$ cat src/rtl/nvram_port_pkg.sv
package nvram_port_pkg;
  localparam int PTR_W = 16;
  localparam logic [1:0] SEL_LO   = 2'd0;
  localparam logic [1:0] SEL_HI   = 2'd1;
  localparam logic [1:0] SEL_NONE = 2'd2;
  localparam logic [1:0] SEL_DATA = 2'd3;

  typedef struct packed {
    logic loadLo;
    logic loadHi;
    logic store;
    logic clearPtr;
    logic blockRead;
  } portStrobe_t;
endpackage

$ cat src/rtl/nvram_port_ctrl.sv
module nvram_port_ctrl
  import nvram_port_pkg::*;
#(
  parameter int MEM_BYTES = 256,
  parameter int NUM_LOCKS = 2,
  parameter int LOCK_BASE = 32,
  parameter int LOCK_SPAN = 16,
  localparam int LIDX_W = (NUM_LOCKS > 1) ? $clog2(NUM_LOCKS) : 1
) (
  input  logic                 clk,
  input  logic                 rstN,
  input  logic [1:0]           portSel,
  input  logic                 wrEn,
  input  logic [PTR_W-1:0]     ptrQ,
  input  logic                 lockToggle,
  input  logic [LIDX_W-1:0]    lockIdx,
  output logic [NUM_LOCKS-1:0] lockQ,
  output portStrobe_t          strobe
);
  logic [31:0]          ptrExt;
  logic [NUM_LOCKS-1:0] winHit;
  logic                 inRange;
  logic                 blocked;

  assign ptrExt = 32'(ptrQ);

  // lock bits flip on request
  always_ff @(posedge clk) begin
    if (!rstN) begin
      lockQ <= '0;
    end else if (lockToggle && (int'(lockIdx) < NUM_LOCKS)) begin
      lockQ[lockIdx] <= ~lockQ[lockIdx];
    end
  end

  for (genvar i = 0; i < NUM_LOCKS; i++) begin : g_win
    localparam int LO = LOCK_BASE + i * LOCK_SPAN;
    localparam int HI = LO + LOCK_SPAN;
    assign winHit[i] = lockQ[i] && (ptrExt >= 32'(LO)) && (ptrExt < 32'(HI));
  end

  assign inRange = ptrExt < 32'(MEM_BYTES);
  assign blocked = (|winHit) || !inRange;

  always_comb begin
    strobe           = '0;
    strobe.loadLo    = wrEn && (portSel == SEL_LO);
    strobe.loadHi    = wrEn && (portSel == SEL_HI);
    strobe.clearPtr  = wrEn && (portSel == SEL_DATA);
    strobe.store     = strobe.clearPtr && !blocked;
    strobe.blockRead = blocked;
  end
endmodule

$ cat src/rtl/nvram_port_dp.sv
module nvram_port_dp
  import nvram_port_pkg::*;
#(
  parameter int MEM_BYTES = 256,
  localparam int IDX_W = $clog2(MEM_BYTES)
) (
  input  logic             clk,
  input  logic             rstN,
  input  logic [1:0]       portSel,
  input  logic [7:0]       wrData,
  input  portStrobe_t      strobe,
  output logic [PTR_W-1:0] ptrQ,
  output logic [7:0]       rdData
);
  logic [7:0]       mem [MEM_BYTES];
  logic [IDX_W-1:0] memIdx;

  assign memIdx = ptrQ[IDX_W-1:0];

  always_ff @(posedge clk) begin
    if (!rstN) begin
      ptrQ <= '0;
    end else if (strobe.clearPtr) begin
      ptrQ <= '0;
    end else begin
      if (strobe.loadLo) ptrQ[7:0]       <= wrData;
      if (strobe.loadHi) ptrQ[PTR_W-1:8] <= wrData;
    end
  end

  // contents survive reset
  always_ff @(posedge clk) begin
    if (strobe.store) mem[memIdx] <= wrData;
  end

  assign rdData = ((portSel == SEL_DATA) && !strobe.blockRead) ? mem[memIdx] : 8'hFF;
endmodule

$ cat src/rtl/nvram_index_port.sv
module nvram_index_port
  import nvram_port_pkg::*;
#(
  parameter int MEM_BYTES = 256,
  parameter int NUM_LOCKS = 2,
  parameter int LOCK_BASE = 32,
  parameter int LOCK_SPAN = 16,
  localparam int LIDX_W = (NUM_LOCKS > 1) ? $clog2(NUM_LOCKS) : 1
) (
  input  logic              clk,
  input  logic              rstN,
  input  logic [1:0]        portSel,
  input  logic              wrEn,
  input  logic [7:0]        wrData,
  output logic [7:0]        rdData,
  input  logic              lockToggle,
  input  logic [LIDX_W-1:0] lockIdx
);
  portStrobe_t          strobe;
  logic [PTR_W-1:0]     ptrQ;
  logic [NUM_LOCKS-1:0] lockQ;

  nvram_port_ctrl #(
    .MEM_BYTES(MEM_BYTES), .NUM_LOCKS(NUM_LOCKS),
    .LOCK_BASE(LOCK_BASE), .LOCK_SPAN(LOCK_SPAN)
  ) u_ctrl (
    .clk(clk), .rstN(rstN), .portSel(portSel), .wrEn(wrEn), .ptrQ(ptrQ),
    .lockToggle(lockToggle), .lockIdx(lockIdx), .lockQ(lockQ), .strobe(strobe)
  );

  nvram_port_dp #(.MEM_BYTES(MEM_BYTES)) u_dp (
    .clk(clk), .rstN(rstN), .portSel(portSel), .wrData(wrData),
    .strobe(strobe), .ptrQ(ptrQ), .rdData(rdData)
  );
endmodule

$ cat config.mk
export PLATFORM = sky130hd
export DESIGN_NAME = nvram_index_port
export DESIGN_NICKNAME = d
export VERILOG_FILES = /design/src/rtl/nvram_port_pkg.sv /design/src/rtl/nvram_port_ctrl.sv /design/src/rtl/nvram_port_dp.sv /design/src/rtl/nvram_index_port.sv
export SDC_FILE = /design/constraint.sdc
export NUM_CORES = 2
export LEC_CHECK = 0
export ABC_AREA = 1
export BUFFER_PORTS_ARGS = -buffer_cell sky130_fd_sc_hd__buf_2
export CORE_ASPECT_RATIO = 0.75
export CORE_UTILIZATION = 25
export DETAILED_ROUTE_END_ITERATION = 7
export PLACE_DENSITY_LB_ADDON = 0.1
export SLEW_MARGIN = 20
export SYNTH_ARGS = -nofsm -noshare
export SYNTH_HDL_FRONTEND = slang
export SYNTH_SLANG_ARGS = --single-unit
export TNS_END_PERCENT = 100
$ cat constraint.sdc
create_clock -name clk -period 3.9 [get_ports clk]
set_input_delay 0.78 -clock clk [delete_from_list [all_inputs] [get_ports clk]]
set_output_delay 0.78 -clock clk [all_outputs]
set_load 0.05 [all_outputs]
[Word-level counts from Yosys, hierarchy flattened]
Memory sizes are Yosys's and may differ from the RTL's. A register that Yosys moved wholly into a read port is not among the register bits.
Cells that the tools add are included.
Cells by class
  magnitude comparators: 7
  equal/unequal tests: 2
  muxes and demuxes: 10
  bitwise gates (word level): 2
  reductions and logical operators: 16
Operators with widths (count)
  >= comparator 16 x 6 -> 1 bit, second input constant: 2
  2-to-1 mux 8 bit: 3
  less-than comparator 16 x 6 -> 1 bit, second input constant: 1
  less-than comparator 16 x 7 -> 1 bit, second input constant: 1
  less-than comparator 16 x 9 -> 1 bit, second input constant: 1
  logical AND 1 bit: 10
  2-to-1 mux 1 bit: 5
  OR reduction 2 bit: 2
  bitwise mux 2 bit: 1
  == test 2 x 1 -> 1 bit, second input constant: 1
  == test 2 bit, second input constant: 1
  logical NOT 1 bit: 2
  logical NOT 2 bit: 1
  less-than comparator 1 x 2 -> 1 bit, second input constant: 1
  inverter 1 bit: 2
  demux 1 bit (select 1 bit): 1
  >= comparator 1 bit, second input constant: 1
  logical OR 1 bit: 1
Storage, ports and cells
  flip-flop bits (word level): 18
  bits in writable memories: 2048
  input bits: 15
  output and inout bits: 8
  logic and storage cells: 41
  memories kept: 1
Memory list
  u_dp.mem: words 256, width 8, rd ports 1, clocked after memory_dff 1, write ports 1, RTL line nvram_port_dp.sv:15  | logic [7:0] mem [MEM_BYTES];

[Logic depth before layout (Yosys ltp)]
  depth after elaboration: 9
  mapped depth: 15
  depth with buffers taken out: 11

[By module]
Synthesis repeated with hierarchy kept, for this count alone.
Unflattened totals
  cells, all modules: 7103
  area total of the unflattened synthesis: 84090.6 um^2
Modules (own cells, without submodules)
  nvram_port_dp: times used 1, cells an instance 7068, area an instance 83908.0 um^2, seq. area each 61979.4 um^2
  nvram_port_ctrl: times used 1, cells an instance 35, area an instance 182.7 um^2, seq. area each 40.0 um^2

[Worst setup path before layout]
Ideal clock, no wire load.
  path type: flip-flop to output port
  from: reg (tool-made name)
  to: out rdData[5]
  arrival time: 1990 ps
  required time: 3120 ps
  path slack: 1130 ps
  stages on the path, launching flop included: 15
  buffers on the path: 4
  cell sequence: dfxtp_1 buf_2 buf_2 buf_2 clkbuf_1 nand2_1 nand3_1 nand3_1 nand3_1 nand3_1 nand3_1 nand3_1 nand3_1 nand2_1 nand2_1
RTL lines
  to (decl): RTL line nvram_index_port.sv:15  | output logic [7:0] rdData,

==> metrics <==
Yosys Warn Count=0; Initial Util=25.18%; Max VDD drop=0.3623 mV; Routed Antenna Nets=0; Synth Area per Inst=11.87 um2; Final setup viols=8; synth unique cells=24; share of layout cells above drive strength 1=17.13%; Detailed Route Iter0 Violations=5403; Most used DFF post-synth=edfxtp_1; R2R depth=10; Worst EP arrival=3.61 ns; Total GRT Usage=18.19%; dpl ws=-0.1687 ns; Max-Cap Viols=0; worst-margin pin slew=1.153 ns; first-pass iteration count of the detailed router=6; TritonCTS clock tree=built; crit path max-delay cell type=dfxtp_4; CP Class=flop to output pin; H-tree depth=4; CTS Sinks=2074; leading area contributor after synthesis=edfxtp_1; total congestion overflow=0; post-route setup TNS=-3.647 ns; fmax=0.2277 GHz; drt total wl=314800 um; area delta synth->final=25.10%; CTS Buf Count=223; DR top layer=met5; met2 WL=129700 um; Critical Path Fanout Max=8; CP Cell Sequence=buf_12, buf_4, clkbuf_16, buf_16, nand2_1, nand3_1, nand3_1, nand3_1, nand3_2, nand3_1, buf_4, nand3_2, buf_4, nand3_4, nand2_4, nand2_2, buf_12, buf_12; CTS Buffer Depth=4; synth cell count leaders=2095 x nand2_1, 2048 x edfxtp_1, 2041 x nand3_1, 281 x nor2_1, 249 x clkbuf_1; Met1 Wirelength=156800 um; fin util=31.50%; R2R Path End=u_dp.mem[48][5]; Final Skew=0.06533 ns; number of synthesized register bits=2074; hold wc startpoint=rstN; RR Startpoint=u_dp.ptrQ[7]; die extent in x=669.7 um; DR WL met3=20220 um; Detailed Place HPWL=181200 um; register area share after synthesis=74.19%; nets@finish=7506; GP Congestion=0.7793; vias=57030; top-level port count=23; Cells after Synth=7044; Clock transition at path regs=0.06 ns; final std cells w/o fill=12120; Die Area=336700 um2; largest net degree at the start of global routing=98; part of the cycle the worst path needs=112.6%; ranking of synthesized cells by area=edfxtp_1 74%, nand3_1 12%, nand2_1 9.4%; number of enable flip-flop cells after synthesis=2048; LEAKAGE=36.43 nW; Hold Path Cell Cnt=3; clk root buf=clkbuf_16; CP peak stage delay=0.35 ns; Worst setup SP type=flop; cts hold-fix bufs=0; most frequent cell after synthesis=nand2_1; antenna violations before repair=24; via/cell ratio=4.707; synthesized area=83600 um2; vias in the first global route=55110; Max-slew headroom=22.86%; Synth async-reset ratio=0%; Site Rows=183; Wirelength per Cell=25.98 um; Worst Path Required=3.12 ns; Setup WS post-layout=-0.4921 ns; core area=332000 um2; global-route wire length before repair=438800 um; CP Capture Type=output pin; r2r setup slk=0.66 ns; Slew Limit Fails=0; minimum clock period after layout=4.392 ns; PortBufs=22; Hold/Removal Path Class=primary input to flop; RSZ-0062 raised after global routing=true; Placed Instances=11630; top cell type's share of synthesized area=73.57%; failing checks=negative setup slack; Final Hold Fails=0; PD cells=465.9 nW/um2; Mapped Nets=7059; drt drc=0; cell repeated most along the worst path=nand3_1; Hold EP=u_ctrl.lockQ[0]; die height=502.8 um; Tot Pwr=48.72 mW; clk_lat worst skew=0.91 ns; status=finished, violations left
[layer usage]
layer / global-route usage, % / vias up
met5: 0.1689 / -
met4: 4.749 / 4
met3: 3.329 / 369
met2: 26.02 / 1636
met1: 27.89 / 28960
li1: - / 26070
[how the worst max path moves through the flow]
stage | cells past startpoint | endpoint | start | slack [ns]
2_1_floorplan | 14 | rdData[5] | flop | 1.13
3_3_place_gp | 16 | rdData[0] | flop | -0.18
3_5_place_dp | 16 | rdData[0] | flop | -0.17
4_1_cts | 18 | rdData[3] | flop | -0.51
5_1_grt | 18 | rdData[5] | flop | -0.59
6_report | 18 | rdData[5] | flop | -0.49
[layout make-up]
type / count / area (um2)
clock buffer: 307 / 6010
tap: 4440 / 5555
sequential: 2074 / 62040
fill: 33440 / 227400
clock inverter: 94 / 733.2
multi-input combinational: 4453 / 21340
antenna: 8 / 20.02
inverter: 32 / 175.2
timing repair buffer: 707 / 8708
[where the power goes]
part / switching [mW] / internal [mW] / total, mW
registers: 0.0211 / 24.5 / 24.5
clock network: 9.04 / 11.4 / 20.5
logic: 2.60 / 1.15 / 3.75
[flip-flops by register name (all words and copies together) (netlist names), named ones only]
signal	flops
u_ctrl.lockQ	2
u_dp.mem	2048
u_dp.ptrQ	16
[metrics by stage]
step | hold slack (ns) | area [um2]
CTS | 0.05285 | 103900
global placement | 0.4518 | 93600
detailed placement | 0.4561 | 93600
finish | 0.1416 | 104600
floorplan | 0.4382 | 83600
global route | 0.09365 | 104600
[cell usage in the layout (no fill, tap or decap), types with 62 or more instances in the layout]
cell type  count
nand3_4       62
nand2_1     2064
clkbuf_16    234
clkbuf_1      76
nor2_1       281
buf_16        62
edfxtp_1    2048
buf_4        473
nand3_1     1770
nand3_2      210
buf_12       104
[worst max-delay path: cells and delay by family (launching register included)]
| family | cells | cell delay [ns] |
|---|---|---|
| buffers and inverters | 8 | 1.34 |
| AND/OR/NAND/NOR | 10 | 1.04 |
| flip-flops | 1 | 0.35 |
[logic make-up (layout without fill, tap and decap cells)]
logic type | Yosys count | count (layout) | synth area share (%)
compound gates | 21 | 21 | 0.1706
buf+inv | 517 | 1140 | 2.606
flops | 2074 | 2074 | 74.19
other cells | 0 | 8 | 0
simple gates | 4432 | 4432 | 23.03
[what timing repair did]
action | 4_1_cts | 5_1_grt
buffers inserted | 24 | 9
gates resized for setup | 401 | 70
pin swaps | 69 | 28
setup endpoints to repair | 8 | 8
gates cloned | 46 | 8
Power figures use the tool's default switching activity.
